### src/rtl/stdid_filt_pkg.sv
package stdid_filt_pkg;

  localparam int STD_ID_W = 11;
  localparam int BYTE_W   = 8;

  // Masked equality: every bit selected by mask must agree.
  function automatic logic masked_eq(input logic [STD_ID_W-1:0] id,
                                     input logic [STD_ID_W-1:0] ref_val,
                                     input logic [STD_ID_W-1:0] mask);
    return ((id ^ ref_val) & mask) == '0;
  endfunction

  // Captured frame in the compare stage.
  typedef struct packed {
    logic                valid;
    logic                ext;
    logic [STD_ID_W-1:0] id;
  } stg_frame_t;

endpackage

### src/rtl/stdid_mask_regs.sv
module stdid_mask_regs
  import stdid_filt_pkg::*;
#(
  parameter int                ADDR_W  = 8,
  parameter logic [ADDR_W-1:0] OFS_HI  = 8'h06,
  parameter logic [ADDR_W-1:0] OFS_LO  = 8'h07
) (
  input  logic                clk,
  input  logic                rst_n,
  input  logic                wr,
  input  logic [ADDR_W-1:0]   addr,
  input  logic [BYTE_W-1:0]   wdata,
  input  logic                unlock,
  output logic [STD_ID_W-1:0] mask_q,
  output logic [BYTE_W-1:0]   rdata,
  output logic                wr_taken,
  output logic                wr_dropped
);

  localparam int LO_BITS = STD_ID_W - BYTE_W;
  localparam int PAD_W   = BYTE_W - LO_BITS;

  logic hit_hi, hit_lo;

  assign hit_hi     = (addr == OFS_HI);
  assign hit_lo     = (addr == OFS_LO);
  assign wr_taken   = wr && unlock && (hit_hi || hit_lo);
  assign wr_dropped = wr && !unlock && (hit_hi || hit_lo);

  always_ff @(posedge clk or negedge rst_n) begin
    if (!rst_n) begin
      mask_q <= '0;
    end else if (wr_taken) begin
      if (hit_hi) mask_q[STD_ID_W-1:LO_BITS] <= wdata;
      if (hit_lo) mask_q[LO_BITS-1:0]        <= wdata[BYTE_W-1:PAD_W];
    end
  end

  always_comb begin
    rdata = '0;
    if (hit_hi) rdata = mask_q[STD_ID_W-1:LO_BITS];
    else if (hit_lo) rdata = {mask_q[LO_BITS-1:0], {PAD_W{1'b0}}};
  end

endmodule

### src/rtl/stdid_center_cmp.sv
module stdid_center_cmp
  import stdid_filt_pkg::*;
#(
  parameter int NUM_CTR = 14
) (
  input  logic [STD_ID_W-1:0]         id,
  input  logic                        ext,
  input  logic                        active,
  input  logic [STD_ID_W-1:0]         eff_mask,
  input  logic [NUM_CTR-1:0]          ctr_en,
  input  logic [NUM_CTR*STD_ID_W-1:0] ctr_arb,
  output logic [NUM_CTR-1:0]          hit_vec
);

  for (genvar k = 0; k < NUM_CTR; k++) begin : g_ctr
    logic [STD_ID_W-1:0] arb_k;
    assign arb_k      = ctr_arb[k*STD_ID_W +: STD_ID_W];
    assign hit_vec[k] = active && !ext && ctr_en[k] &&
                        masked_eq(id, arb_k, eff_mask);
  end

endmodule

### src/rtl/stdid_first_hit.sv
module stdid_first_hit #(
  parameter int NUM_CTR = 14,
  parameter int IDX_W   = $clog2(NUM_CTR + 1)
) (
  input  logic [NUM_CTR-1:0] vec,
  output logic [IDX_W-1:0]   idx,
  output logic               any
);

  // Scan from the top so the lowest set bit is the last writer.
  function automatic logic [IDX_W-1:0] lowest_num(input logic [NUM_CTR-1:0] v);
    logic [IDX_W-1:0] n;
    n = '0;
    for (int k = NUM_CTR - 1; k >= 0; k--) begin
      if (v[k]) n = IDX_W'(k + 1);
    end
    return n;
  endfunction

  assign idx = lowest_num(vec);
  assign any = |vec;

endmodule

### src/rtl/stdid_mask_filter.sv
module stdid_mask_filter
  import stdid_filt_pkg::*;
#(
  parameter int NUM_CTR = 14,
  parameter int ADDR_W  = 8,
  parameter int IDX_W   = $clog2(NUM_CTR + 1)
) (
  input  logic                        clk,
  input  logic                        rst_n,
  input  logic                        cfg_init,
  input  logic                        mask_on,
  input  logic                        reg_wr,
  input  logic [ADDR_W-1:0]           reg_addr,
  input  logic [7:0]                  reg_wdata,
  output logic [7:0]                  reg_rdata,
  input  logic [NUM_CTR-1:0]          ctr_en,
  input  logic [NUM_CTR*11-1:0]       ctr_arb,
  input  logic                        frm_valid,
  input  logic [10:0]                 frm_id,
  input  logic                        frm_ext,
  output logic                        res_valid,
  output logic [NUM_CTR-1:0]          res_vec,
  output logic [IDX_W-1:0]            res_idx,
  output logic                        res_hit
);

  localparam logic [ADDR_W-1:0] OFS_HI = ADDR_W'(6);
  localparam logic [ADDR_W-1:0] OFS_LO = ADDR_W'(7);

  logic [STD_ID_W-1:0] mask_q;
  logic [STD_ID_W-1:0] eff_mask;
  logic                wr_taken, wr_dropped;
  stg_frame_t          stg_q;
  logic [NUM_CTR-1:0]  cmp_vec;
  logic [IDX_W-1:0]    cmp_idx;
  logic                cmp_any;

  stdid_mask_regs #(
    .ADDR_W (ADDR_W),
    .OFS_HI (OFS_HI),
    .OFS_LO (OFS_LO)
  ) u_regs (
    .clk        (clk),
    .rst_n      (rst_n),
    .wr         (reg_wr),
    .addr       (reg_addr),
    .wdata      (reg_wdata),
    .unlock     (cfg_init),
    .mask_q     (mask_q),
    .rdata      (reg_rdata),
    .wr_taken   (wr_taken),
    .wr_dropped (wr_dropped)
  );

  // Stage 1: capture the strobe and identifier.
  always_ff @(posedge clk or negedge rst_n) begin
    if (!rst_n) stg_q <= '0;
    else        stg_q <= '{valid: frm_valid, ext: frm_ext, id: frm_id};
  end

  assign eff_mask = mask_on ? mask_q : '1;

  stdid_center_cmp #(.NUM_CTR(NUM_CTR)) u_cmp (
    .id       (stg_q.id),
    .ext      (stg_q.ext),
    .active   (stg_q.valid),
    .eff_mask (eff_mask),
    .ctr_en   (ctr_en),
    .ctr_arb  (ctr_arb),
    .hit_vec  (cmp_vec)
  );

  stdid_first_hit #(.NUM_CTR(NUM_CTR), .IDX_W(IDX_W)) u_pri (
    .vec (cmp_vec),
    .idx (cmp_idx),
    .any (cmp_any)
  );

  // Stage 2: register the result.
  always_ff @(posedge clk or negedge rst_n) begin
    if (!rst_n) begin
      res_valid <= 1'b0;
      res_vec   <= '0;
      res_idx   <= '0;
      res_hit   <= 1'b0;
    end else begin
      res_valid <= stg_q.valid;
      res_vec   <= cmp_vec;
      res_idx   <= cmp_idx;
      res_hit   <= cmp_any;
    end
  end

endmodule

### config.mk
export PLATFORM = sky130hd
export DESIGN_NAME = stdid_mask_filter
export DESIGN_NICKNAME = d
export VERILOG_FILES = /design/src/rtl/stdid_filt_pkg.sv /design/src/rtl/stdid_mask_regs.sv /design/src/rtl/stdid_center_cmp.sv /design/src/rtl/stdid_first_hit.sv /design/src/rtl/stdid_mask_filter.sv
export SDC_FILE = /design/constraint.sdc
export NUM_CORES = 1
export LEC_CHECK = 0
export ABC_CLOCK_PERIOD_IN_PS = 3130
export BUFFER_PORTS_ARGS = -buffer_cell sky130_fd_sc_hd__buf_2
export CAP_MARGIN = 20
export CORE_AREA = 2 2 104 106
export DETAILED_ROUTE_END_ITERATION = 10
export DIE_AREA = 0 0 106 108
export PLACE_DENSITY = 0.76
export SETUP_SLACK_MARGIN = 0.1
export SLEW_MARGIN = 0
export SYNTH_ARGS = -nofsm -noshare
export SYNTH_HDL_FRONTEND = slang
export SYNTH_SLANG_ARGS = --single-unit
### constraint.sdc
create_clock -name clk -period 3.13 [get_ports clk]
set_input_delay 0.1565 -clock clk [delete_from_list [all_inputs] [get_ports clk]]
set_output_delay 0.1565 -clock clk [all_outputs]
set_load 0.03 [all_outputs]
Yosys cells after proc, flatten, opt, wreduce, memory -nomap -nowiden --
Cells that the tools add are included.
Cells by class: eq/ne operators 2, bitwise operators 28, mux-type cells 17, reductions and logical operators 50
Operators by type and width (number):
- $and A11 B11 Y11 | 14
- $logic_not A11 Y1 | 14
- $xor A11 B11 Y11 | 14
- $mux W4 | 14
- $logic_and A1 B1 Y1 | 31
- $eq A8 B3 Y1 const B | 2
- $mux W8 | 2
- $reduce_or A14 Y1 | 1
- $mux W11 | 1
- $reduce_and A2 Y1 | 2
- $logic_not A1 Y1 | 1
- $logic_or A1 B1 Y1 | 1
Word-level totals: word-level logic and storage cells 106, output and inout bits 28, flip-flop bits (word level) 44, bits of input ports 202

Longest topological paths before layout --
Gate-level depths: netlist of run 1.
depth in word-level cells 18, mapped depth 10, gate-level depth less buffers 8

Cells and area by module --
A second synthesis of run 1 with hierarchy kept.
Second synthesis, totals: cells, all modules 446, area total of the unflattened synthesis 4172.8 um2
By module, submodules not included:
- stdid_center_cmp | sequential area each 0.0 um2, instances 1, cells an instance 329, area an instance 2528.7 um2
- stdid_mask_filter | sequential area each 825.8 um2, instances 1, cells an instance 45, area an instance 918.4 um2
- stdid_mask_regs | sequential area each 275.3 um2, instances 1, cells an instance 45, area an instance 578.1 um2
- stdid_first_hit | sequential area each 0.0 um2, instances 1, cells an instance 27, area an instance 147.6 um2

Worst setup path after synthesis of run 1 --
OpenSTA, ideal clock, no wires.
path type reg2reg, from reg stg_q[2] in the netlist's numbering, to reg res_idx[0], stages on the path, launching flop included 11, clock period less this slack 2.205 ns, path slack 0.925 ns, path buffers 2, data arrival time 2.072 ns, setup time 0.133 ns, required time 2.997 ns, path through dfrtp_1 -> buf_2 -> buf_4 -> xnor2_1 -> o22ai_1 -> or4_4 -> nor3_4 -> a31o_1 -> a21oi_1 -> o311ai_1 -> nand3_1
On the way: elaborated cells between the ends (all ways) 65, those cells by class mux (13); bitwise (26); reduce/logical (26)
RTL lines:
- start: declaration | RTL line stdid_mask_filter.sv:33 | stg_frame_t stg_q;
- start signal: assignment | RTL line stdid_mask_filter.sv:58 | else stg_q <= '{valid: frm_valid, ext: frm_ext, id: frm_id};
- $xor A11 B11 Y11 | RTL line stdid_filt_pkg.sv:10 | return ((id ^ ref_val) & mask) == '0;
- $and A11 B11 Y11 | RTL line stdid_filt_pkg.sv:10
- $logic_not A11 Y1 | RTL line stdid_filt_pkg.sv:10
- $logic_and A1 B1 Y1 | RTL line stdid_center_cmp.sv:18 | assign hit_vec[k] = active && !ext && ctr_en[k] &&
- via cmp_vec[5] | RTL line stdid_mask_filter.sv:34 | logic [NUM_CTR-1:0] cmp_vec;
- $mux W4 (6 in a row) | RTL line stdid_first_hit.sv:15 | if (v[k]) n = IDX_W'(k + 1);
- via cmp_idx[0] | RTL line stdid_mask_filter.sv:35 | logic [IDX_W-1:0] cmp_idx;
- end signal: assignment | RTL line stdid_mask_filter.sv:89 | res_idx <= cmp_idx;
- end: declaration | RTL line stdid_mask_filter.sv:23 | output logic [IDX_W-1:0] res_idx,
The timed path passes the listed nets, and every way through them passes these cells. A chain may end at the register's enable or synchronous reset.

Final worst setup path of run 1 --
from reg u_regs.mask_q[5], to reg res_idx[1]
On the way: elaborated cells between the ends (all ways) 57, those cells by class mux (15); bitwise (14); reduce/logical (28)
RTL lines:
- start: declaration | RTL line stdid_mask_regs.sv:14 | output logic [STD_ID_W-1:0] mask_q,
- start signal: indexed assignment | RTL line stdid_mask_regs.sv:34 | if (hit_hi) mask_q[STD_ID_W-1:LO_BITS] <= wdata;
- start signal: indexed assignment | RTL line stdid_mask_regs.sv:35 | if (hit_lo) mask_q[LO_BITS-1:0] <= wdata[BYTE_W-1:PAD_W];
- $mux W11 | RTL line stdid_mask_filter.sv:61 | assign eff_mask = mask_on ? mask_q : '1;
- $and A11 B11 Y11 | RTL line stdid_filt_pkg.sv:10
- $logic_not A11 Y1 | RTL line stdid_filt_pkg.sv:10
- $logic_and A1 B1 Y1 | RTL line stdid_center_cmp.sv:18
- via cmp_vec[11] | RTL line stdid_mask_filter.sv:34
- $mux W4 (12 in a row) | RTL line stdid_first_hit.sv:15
- via cmp_idx[1] | RTL line stdid_mask_filter.sv:35
The timed path passes the listed nets, and every way through them passes these cells.

==> reports/results.txt, run 1 <==
status = complete, no violations
CP cell instances = and2b_1 > o22ai_1 > or4_4 > nor3_4 > nor2_1 > a21oi_1 > nor3_1 > o41a_1
crit-path max cell delay = 0.60 ns
clock power share = 0.236
CTS Root Buffer Type = clkbuf_8
Ys Warns = 0
initial DRC count = 285
vias in the first global route = 4572
Tot Pwr = 1.646 mW
first-pass GRT wire length = 24920 um
Ports = 230
final wirelength = 16460 um
remaining antenna violation count after routing = 0
Placement Setup Slack = 0.5167 ns
worst r2r src = u_regs.mask_q[5]
GPL Wtd Cong = 0.9819
Hold Crit Class = in -> reg
Slew Viols, Final = 0
Yosys cell types = 41
Fillers = 957
Final Worst Setup Slack = 0.4236 ns
Peak Freq = 369.5 MHz
Comb pwr share = 0.391
cell type of the slowest stage on the worst timing path = and2b_1
Psw = 558.1 uW
Reg clk slew, reported paths = 0.09 ns
Clock Sinks = 44
Seq/Total Area, Yosys = 0.2736
crit path to = res_idx[1]
Tcrit/Tclk final = 0.8647
r2r worst-path depth = 8
Crit. End Element = flop
WP data required = 3.32 ns
# resized after CTS = 0
synthesized area = 0.004024 sq mm
Synth Register Bits = 44
Worst R2R End = res_idx[1]
Max IR drop VDD = 0.0002202 V
post-synth top area share = 0.3308
Net Sw Frac = 0.3390
Die Ht = 108 um
R2R Setup Slk = 0.42 ns
final core utilization = 0.5398
min Tclk post-route = 2.706 ns
final setup violation count = 0
max-cap check violation count = 0
total grt overflow = 0
via count = 4375
floorplan row count = 37
Setup Skew = 0.003111 ns
Tot GR Track Use = 0.2869
share of layout cells above drive strength 1 = 0.4124
Die Wd = 106 um
Pwr per Cell Area = 298.1 mW/mm^2
area leader, netlist = xnor2_1
worst skew pair latency = 0.30 ns
final hold vios = 0
Inserted Diodes = 0
Die ar. = 0.01145 sq mm
drt first pass iters = 5
Mapped Cells = 446
P&R area growth vs syn = 37.25%
Synthesized Nets = 648
sequential power share = 0.372
DRC = 0
relative slew slack = 0.5672
largest fanout on the critical path = 14
CTS tree = yes
routed length per instance = 20.19 um
syn_area_per_cell = 9.022 sq um
Area contributors post-synth = xnor2_1, dfrtp_1, o22ai_1
Placed Area = 0.005269 sq mm
Setup crit start = u_regs.mask_q[5]
Core Region = 0.01023 sq mm
Least-Margin Pin Slew = 0.6493 ns
dpl hpwl = 13530 um
CTS Buffer Depth = 2
kind of critical path = reg -> reg
cell area after layout = 0.005523 sq mm
Final nets = 880
Worst Setup Start Kind = flop
pin count of the biggest net entering global routing = 45
Sum Neg Setup Slack = 0 ns
initial antenna violation count = 0
count of input and output buffers = 229
vias per cell = 5.368
Internal Power = 1.088 mW
H-tree Lvls = 2
Pleak = 2.525 nW
RSZ-0062 raised after global routing = false
CTS buffer count = 5
Initial Util = 0.3933
WP data arrival = 2.89 ns
-- cells by family (layout without fill, tap and decap cells) --
logic type                Yosys count  count (layout)  share of synthesized area
xor gates and xnor gates          154             154                     0.3352
and+or+nand+nor                   113             113                     0.1660
AOI/OAI and AO/OA                  79              79                     0.1309
DFF                                44              44                     0.2736
buffers and inverters              42             275                    0.05597
muxes                              14              14                    0.03825
-- layer usage --
layer	part of all wire	routed length, um	up-vias	GRT usage
met1	0.41	6812	2025	0.3696
met2	0.46	7620	300	0.4848
li1	-	-	2008	-
met5	0	0	-	0
met4	0.025	409	0	0.07707
met3	0.098	1614	42	0.06872
-- cells in the final DEF (no fill, tap or decap), types with 3 or more instances in the layout --
| cell type | count |
|---|---|
| a21oi_1 | 4 |
| nor4_1 | 15 |
| nor2_1 | 36 |
| clkbuf_8 | 6 |
| nand2_1 | 9 |
| and3_1 | 3 |
| inv_1 | 5 |
| dlygate4sd3_1 | 14 |
| nand3_1 | 3 |
| buf_2 | 229 |
| nand4_1 | 3 |
| o211ai_1 | 11 |
| and2b_2 | 3 |
| xnor2_1 | 152 |
| mux2i_1 | 3 |
| and2b_1 | 7 |
| nor3_1 | 7 |
| nor3_2 | 3 |
| mux2_2 | 11 |
| or4_1 | 6 |
| buf_4 | 18 |
| o22ai_1 | 55 |
| and2_1 | 5 |
| dfrtp_1 | 44 |
-- through the flow --
| step | cells | hold slack [ns] |
|---|---|---|
| finish | 815 | 0.08036 |
| global route | 815 | 0.08307 |
| CTS | 813 | 0.06474 |
| detailed placement | 792 | 0.2662 |
| global placement | 792 | 0.2649 |
| floorplan | 446 | -0.1391 |
-- worst min-delay path by stage --
stage                       startpoint               end  cells after the start
final                     reg_wdata[1]  u_regs.mask_q[4]                      2
after CTS                        rst_n        res_vec[7]                      1
after detailed placement     frm_id[6]          stg_q[6]                      1
after global routing      reg_wdata[1]  u_regs.mask_q[4]                      2
after floorplan                  rst_n           res_hit                      0
after global placement       frm_id[8]          stg_q[8]                      1
-- worst max-delay path, delay by kind of cell, from the launching register on --
family / cells / cell delay (ns)
compound gates: 3 / 0.68
flops: 1 / 0.40
simple gates: 5 / 1.50
-- cell type report --
type	count	area (sq um)	area share
clock buffer	7	86.33	0.01563
clock inverter	1	7.507	0.001359
inverter	5	18.77	0.003398
multi-input combinational	360	2698	0.4884
sequential	44	1101	0.1994
tap	136	170.2	0.03081
timing repair buffer	262	1441	0.2610
-- power by group through the flow --
stage | Combinational (mW) | Clock [mW] | Sequential [mW]
after floorplan | 0.371 | 0 | 0.615
after global placement | 0.619 | 0 | 0.622
after detailed placement | 0.621 | 0 | 0.624
after CTS | 0.636 | 0.393 | 0.612
after global routing | 0.694 | 0.417 | 0.615
final | 0.644 | 0.389 | 0.613
-- Yosys cell counts, drive strengths merged --
cell and number:
a31o 1, o221ai 2, nand2 9, or3 2, nor4b 1, nor2b 3, mux2 11, or2 2
o22ai 55, xor2 2, and2b 10, o41a 1, o22a 2, inv 5, nor4 15, o311ai 1
o211ai 11, and2 5, nor3 12, a21oi 4, dfrtp 44, buf 32, xnor2 152, nand4 3
nand3b 1, clkbuf 5, or4 8, mux2i 3, and3 3, a2bb2oi 1, nor2 36, nand3 3
o21bai 1
-- registers in the layout (all words and copies together), names as in the netlist --
signal and count:
stg_q 13, res_vec 14, res_hit 1, u_regs.mask_q 11
res_valid 1, res_idx 4
-- what timing repair did --
item                                   in CTS  in global routing
endpoints found under the hold margin      13                 44
buffers inserted                            0                  0
hold buffers                               13                  1
No activity file was read; power rests on OpenSTA's default activity.
==> run 2, diff against run 1 <==
--- a/config.mk
+++ b/config.mk
@@ -8,12 +8,13 @@
 export ABC_CLOCK_PERIOD_IN_PS = 3130
 export BUFFER_PORTS_ARGS = -buffer_cell sky130_fd_sc_hd__buf_2
 export CAP_MARGIN = 20
-export CORE_AREA = 2 2 104 106
+export CORE_AREA = 2 2 106 108
 export DETAILED_ROUTE_END_ITERATION = 10
-export DIE_AREA = 0 0 106 108
+export DIE_AREA = 0 0 108 110
 export PLACE_DENSITY = 0.76
 export SETUP_SLACK_MARGIN = 0.1
 export SLEW_MARGIN = 0
 export SYNTH_ARGS = -nofsm -noshare
 export SYNTH_HDL_FRONTEND = slang
+export SYNTH_HIERARCHICAL = 1
 export SYNTH_SLANG_ARGS = --single-unit
==> reports/results.txt, run 2 <==
status = complete, no violations (unchanged)
Die Wd = 108 um (was 106 um)
Final nets = 864 (was 880)
WP data required = 3.35 ns (was 3.32 ns)
crit path to = res_idx[1] (unchanged)
most common cell after layout, fill and taps aside = buf_2 (unchanged)
kind of critical path = reg -> reg (unchanged)
GPL Wtd Cong = 0.8932 (was 0.9819)
CTS Buffer Depth = 2 (unchanged)
Pleak = 2.855 nW (was 2.525 nW)
cell area after layout = 0.005497 sq mm (was 0.005523 sq mm)
Core Region = 0.01070 sq mm (was 0.01023 sq mm)
count of input and output buffers = 229 (unchanged)
clock power share = 0.267 (was 0.236)
first-pass GRT wire length = 21680 um (was 24920 um)
Peak Freq = 371.9 MHz (was 369.5 MHz)
Tot GR Track Use = 0.2422 (was 0.2869)
biggest regs = res_vec (14), stg_q (13), u_regs/mask_q (11) (was res_vec (14), stg_q (13), u_regs.mask_q (11))
Slew Viols, Final = 0 (unchanged)
Worst Setup Start Kind = flop (unchanged)
share of layout cells above drive strength 1 = 0.4103 (was 0.4124)
Net Sw Frac = 0.3316 (was 0.3390)
Least-Margin Pin Slew = 0.8075 ns (was 0.6493 ns)
Worst R2R End = res_idx[1] (unchanged)
Setup crit start = u_regs/mask_q[1] (was u_regs.mask_q[5])
dpl hpwl = 12160 um (was 13530 um)
total grt overflow = 0 (unchanged)
Crit. End Element = flop (unchanged)
synthesized area = 0.004161 sq mm (was 0.004024 sq mm)
placed cells = 780 (was 792)
Die ar. = 0.01188 sq mm (was 0.01145 sq mm)
Reg clk slew, reported paths = 0.08 ns (was 0.09 ns)
r2r worst-path depth = 8 (unchanged)
Ys Warns = 6 (was 0)
H-tree Lvls = 2 (unchanged)
CTS Root Buffer Type = clkbuf_8 (unchanged)
DRC = 0 (unchanged)
sequential power share = 0.394 (was 0.372)
max-cap check violation count = 0 (unchanged)
Placed Area = 0.005224 sq mm (was 0.005269 sq mm)
Biggest register = res_vec (unchanged)
Psw = 538.7 uW (was 558.1 uW)
Setup Skew = 0.008778 ns (was 0.003111 ns)
Die Ht = 110 um (was 108 um)
worst r2r src = u_regs/mask_q[1] (was u_regs.mask_q[5])
area of the multi-input gates = 0.002768 sq mm (was 0.002698 sq mm)
Non-Filler Instances = 805 (was 815)
most frequent cells in the layout = buf_2, xor2_1, a22oi_1 (was buf_2, xnor2_1, o22ai_1)
syn_area_per_cell = 9.373 sq um (was 9.022 sq um)
final hold vios = 0 (unchanged)
Internal Power = 1.086 mW (was 1.088 mW)
Comb pwr share = 0.339 (was 0.391)
largest fanout on the critical path = 14 (unchanged)
CTS tree = yes (unchanged)
Ports = 230 (unchanged)
CTS buffer count = 5 (unchanged)
floorplan row count = 38 (was 37)
Sum Neg Setup Slack = 0 ns (unchanged)
drt first pass iters = 6 (was 5)
RSZ-0062 raised after global routing = false (unchanged)
Max IR drop VDD = 0.0001621 V (was 0.0002202 V)
worst skew pair latency = 0.30 ns (about the same)
remaining antenna violation count after routing = 0 (unchanged)
post-CTS setup buffers = 0 (unchanged)
Mapped Cells = 444 (was 446)
pin count of the biggest net entering global routing = 45 (unchanged)
via count = 4156 (was 4375)
final wirelength = 14970 um (was 16460 um)
relative slew slack = 0.4617 (was 0.5672)
initial antenna violation count = 1 (was 0)
Tcrit/Tclk final = 0.8590 (was 0.8647)
Fillers = 1036 (was 957)
vias in the first global route = 4224 (was 4572)
Clock Sinks = 44 (unchanged)
total area of sequential cells = 0.001101 sq mm (unchanged)
routed length per instance = 18.60 um (was 20.19 um)
WP data arrival = 2.91 ns (was 2.89 ns)
Pwr per Cell Area = 295.5 mW/mm^2 (was 298.1 mW/mm^2)
Initial Util = 0.3890 (was 0.3933)
Synthesized Nets = 646 (was 648)
R2R Setup Slk = 0.44 ns (was 0.42 ns)
Largest register FFs = 14 (unchanged)
min Tclk post-route = 2.689 ns (was 2.706 ns)
P&R area growth vs syn = 32.08% (was 37.25%)
final setup violation count = 0 (unchanged)
Hold Crit Class = in -> reg (unchanged)
initial DRC count = 338 (was 285)
vias per cell = 5.163 (was 5.368)
## run 2: timing repair
item / in CTS / in global routing
hold buffers: 13 / 1
endpoints found under the hold margin: 13 / 44
gates resized for setup: 0 / 0
## run 2: metrics by stage
step	util	total power, mW	worst slack, ns	hold WS, ns
3_3_place_gp	0.4883	1.164	0.6450	0.2673
4_1_cts	0.5105	1.630	0.5009	0.07745
3_5_place_dp	0.4883	1.180	0.5333	0.2667
2_1_floorplan	-	0.9558	0.9822	-0.1391
5_1_grt	0.5133	1.710	0.2760	0.08406
6_report	0.5138	1.624	0.4413	0.09289
## run 2: routing by layer
layer | vias up | wire length [um] | track usage
li1 | 1967 | - | -
met1 | 1934 | 5782 | 0.2750
met2 | 223 | 7433 | 0.4407
met3 | 32 | 1351 | 0.06702
met4 | 0 | 403 | 0.07784
met5 | - | 0 | 0
## run 2: how the worst min path moves through the flow
stage                       from                to  slack, ns  cells after the start
global placement       frm_id[8]          stg_q[8]       0.27                      1
finish              reg_wdata[1]  u_regs/mask_q[4]       0.09                      2
floorplan                  rst_n           res_hit      -0.14                      0
global route        reg_wdata[1]  u_regs/mask_q[4]       0.08                      2
CTS                        rst_n        res_vec[7]       0.08                      1
detailed placement     frm_valid         stg_q[12]       0.27                      1
## run 2: layout make-up
type,count,share of cell area
antenna,2,0.0009105
multi-input combinational,361,0.5035
timing repair buffer,247,0.2417
sequential,44,0.2003
clock inverter,2,0.006374
tap,140,0.03187
clock buffer,6,0.01320
inverter,3,0.002049
## run 2: worst max-delay path, stage by stage, from the launching register on
cell	delay [ns]
dfrtp_1	0.41
nand2b_1	0.47
a22oi_1	0.35
nand2_1	0.18
nor3_2	0.31
or4_1	0.17
a21oi_1	0.04
or4_1	0.50
a21oi_1	0.17
## run 2: power by group through the flow
stage | logic (mW) | registers, mW | clock network [mW]
after floorplan | 0.340 | 0.616 | 0
after global placement | 0.516 | 0.648 | 0
after detailed placement | 0.529 | 0.651 | 0
after CTS | 0.544 | 0.639 | 0.446
after global routing | 0.602 | 0.644 | 0.464
final | 0.550 | 0.640 | 0.434
==> run 3, diff against run 2 <==
--- a/config.mk
+++ b/config.mk
@@ -12,6 +12,7 @@
 export DETAILED_ROUTE_END_ITERATION = 10
 export DIE_AREA = 0 0 108 110
 export PLACE_DENSITY = 0.76
+export RECOVER_POWER = 100
 export SETUP_SLACK_MARGIN = 0.1
 export SLEW_MARGIN = 0
 export SYNTH_ARGS = -nofsm -noshare
==> reports/results.txt, run 3 (synthesized netlist as in run 2, its figures left out) <==
status = finished, violations left (was complete, no violations)
failing checks = capacitance limit, slew limit
Hold Crit Class = in -> reg (unchanged)
P&R area growth vs syn = 28.95% (was 32.08%)
initial antenna violation count = 1 (unchanged)
WP data required = 3.35 ns (about the same)
Fillers = 1068 (was 1036)
relative slew slack = -0.2252 (was 0.4617)
Tot GR Track Use = 0.2422 (unchanged)
Clock Sinks = 44 (unchanged)
routed length per instance = 18.75 um (was 18.60 um)
R2R Setup Slk = 0.32 ns (was 0.44 ns)
CTS Root Buffer Type = clkbuf_8 (unchanged)
most common cell after layout, fill and taps aside = buf_2 (unchanged)
largest fanout on the critical path = 14 (unchanged)
Biggest register = res_vec (unchanged)
Core Region = 0.01070 sq mm (unchanged)
Die Ht = 110 um (unchanged)
DRC = 0 (unchanged)
floorplan row count = 38 (unchanged)
remaining antenna violation count after routing = 0 (unchanged)
Setup Skew = 0.007017 ns (was 0.008778 ns)
via count = 4154 (was 4156)
worst min-delay path startpoint = reg_wdata[3] (was reg_wdata[1])
Initial Util = 0.3890 (unchanged)
Pleak = 2.716 nW (was 2.855 nW)
initial DRC count = 334 (was 338)
Least-Margin Pin Slew = 1.838 ns (was 0.8075 ns)
share of layout cells above drive strength 1 = 0.3363 (was 0.4103)
RSZ-0062 raised after global routing = false (unchanged)
WP data arrival = 3.03 ns (was 2.91 ns)
Ports = 230 (unchanged)
final setup violation count = 0 (unchanged)
count of input and output buffers = 229 (unchanged)
r2r worst-path depth = 8 (unchanged)
Tcrit/Tclk final = 0.8978 (was 0.8590)
WHS Path Cells = 2 (unchanged)
Largest register FFs = 14 (unchanged)
final hold vios = 0 (unchanged)
Slew Viols, Final = 49 (was 0)
first-pass GRT wire length = 21680 um (unchanged)
Die ar. = 0.01188 sq mm (unchanged)
biggest regs = res_vec (14), stg_q (13), u_regs/mask_q (11) (unchanged)
Non-Filler Instances = 805 (unchanged)
Min Hold Slack = 0.08300 ns (was 0.09289 ns)
H-tree Lvls = 2 (unchanged)
total grt overflow = 0 (unchanged)
CTS buffer count = 5 (unchanged)
post-CTS setup buffers = 0 (unchanged)
CTS Buffer Depth = 2 (unchanged)
worst r2r src = stg_q[9] (was u_regs/mask_q[1])
kind of critical path = reg -> reg (unchanged)
Worst R2R End = res_idx[1] (unchanged)
Peak Freq = 355.8 MHz (was 371.9 MHz)
CTS tree = yes (unchanged)
Max IR drop VDD = 0.0001614 V (was 0.0001621 V)
Crit. End Element = flop (unchanged)
worst skew pair latency = 0.30 ns (about the same)
placed cells = 780 (unchanged)
most frequent cells in the layout = buf_2, xor2_1, a22oi_1 (unchanged)
dpl hpwl = 12160 um (unchanged)
Die Wd = 108 um (unchanged)
min Tclk post-route = 2.810 ns (was 2.689 ns)
Worst Setup Start Kind = flop (unchanged)
drt first pass iters = 7 (was 6)
vias in the first global route = 4224 (unchanged)
vias per cell = 5.160 (was 5.163)
max-cap check violation count = 2 (was 0)
Pwr per Cell Area = 300.3 mW/mm^2 (was 295.5 mW/mm^2)
pin count of the biggest net entering global routing = 45 (unchanged)
final wirelength = 15090 um (was 14970 um)
Sum Neg Setup Slack = 0 ns (unchanged)
Reg clk slew, reported paths = 0.08 ns (about the same)
Hold Path End = u_regs/mask_q[6] (was u_regs/mask_q[4])
Final nets = 864 (unchanged)
GPL Wtd Cong = 0.8932 (unchanged)
-- run 3: cell count changes in the layout (fill, tap and decap cells not counted), sizes merged --
cell,change
clkbuf,+30
buf,-31
dlymetal6s4s,+1
-- run 3: per-layer routing --
layer | up-vias | share of wire | global-route usage
met5 | - | 0 | 0
met4 | 0 | 0.032 | 0.07784
met3 | 34 | 0.089 | 0.06702
met2 | 221 | 0.49 | 0.4407
met1 | 1931 | 0.39 | 0.2750
li1 | 1968 | - | -
-- run 3: worst max path at each step --
stage / start / end / cells past startpoint
floorplan: stg_q[1] / res_idx[1] / 10
global placement: u_regs/mask_q[1] / res_idx[1] / 8
detailed placement: stg_q[1] / res_idx[1] / 8
CTS: stg_q[1] / res_idx[1] / 8
global route: stg_q[1] / res_idx[1] / 8
finish: stg_q[9] / res_idx[1] / 8
-- run 3: layout make-up --
cell class,count,area (sq um),area share
clock inverter,2,35.03,0.006528
antenna,2,5.005,0.0009326
clock buffer,6,72.57,0.01352
sequential,44,1101,0.2052
tap,140,175.2,0.03264
multi-input combinational,361,2683,0.4999
inverter,3,11.26,0.002098
timing repair buffer,247,1284,0.2392
-- run 3: power by group --
part           leakage, nW  internal, mW  total, mW  switching [mW]
Clock               0.0552         0.237      0.433           0.196
Combinational         2.08         0.258      0.538           0.280
Sequential           0.580         0.585      0.640          0.0552
Total                 2.72          1.08       1.61           0.531
-- run 3: timing repair --
action                                  4_1_cts  5_1_grt
hold buffers                                 13        1
gates resized for setup                       0        0
endpoints found under the setup margin        0        0
endpoints found under the hold margin        13       44
-- run 3: critical path: stages, from the launching register on --
cell and delay, ns:
dfrtp_1 0.80, xor2_1 0.16, a22oi_1 0.21, nand4_1 0.17, nor3_1 0.47, or4_1 0.21
a21oi_1 0.04, or4_1 0.51, a21oi_1 0.17
-- run 3: through the flow --
stage	power [mW]	cell area (sq um)	setup slack, ns	util
6_report	1.612	5366	0.3198	0.5016
2_1_floorplan	0.9558	4161	0.9822	-
3_3_place_gp	1.164	5224	0.6450	0.4883
3_5_place_dp	1.180	5224	0.5333	0.4883
4_1_cts	1.630	5461	0.5009	0.5105
5_1_grt	1.696	5361	0.1447	0.5012
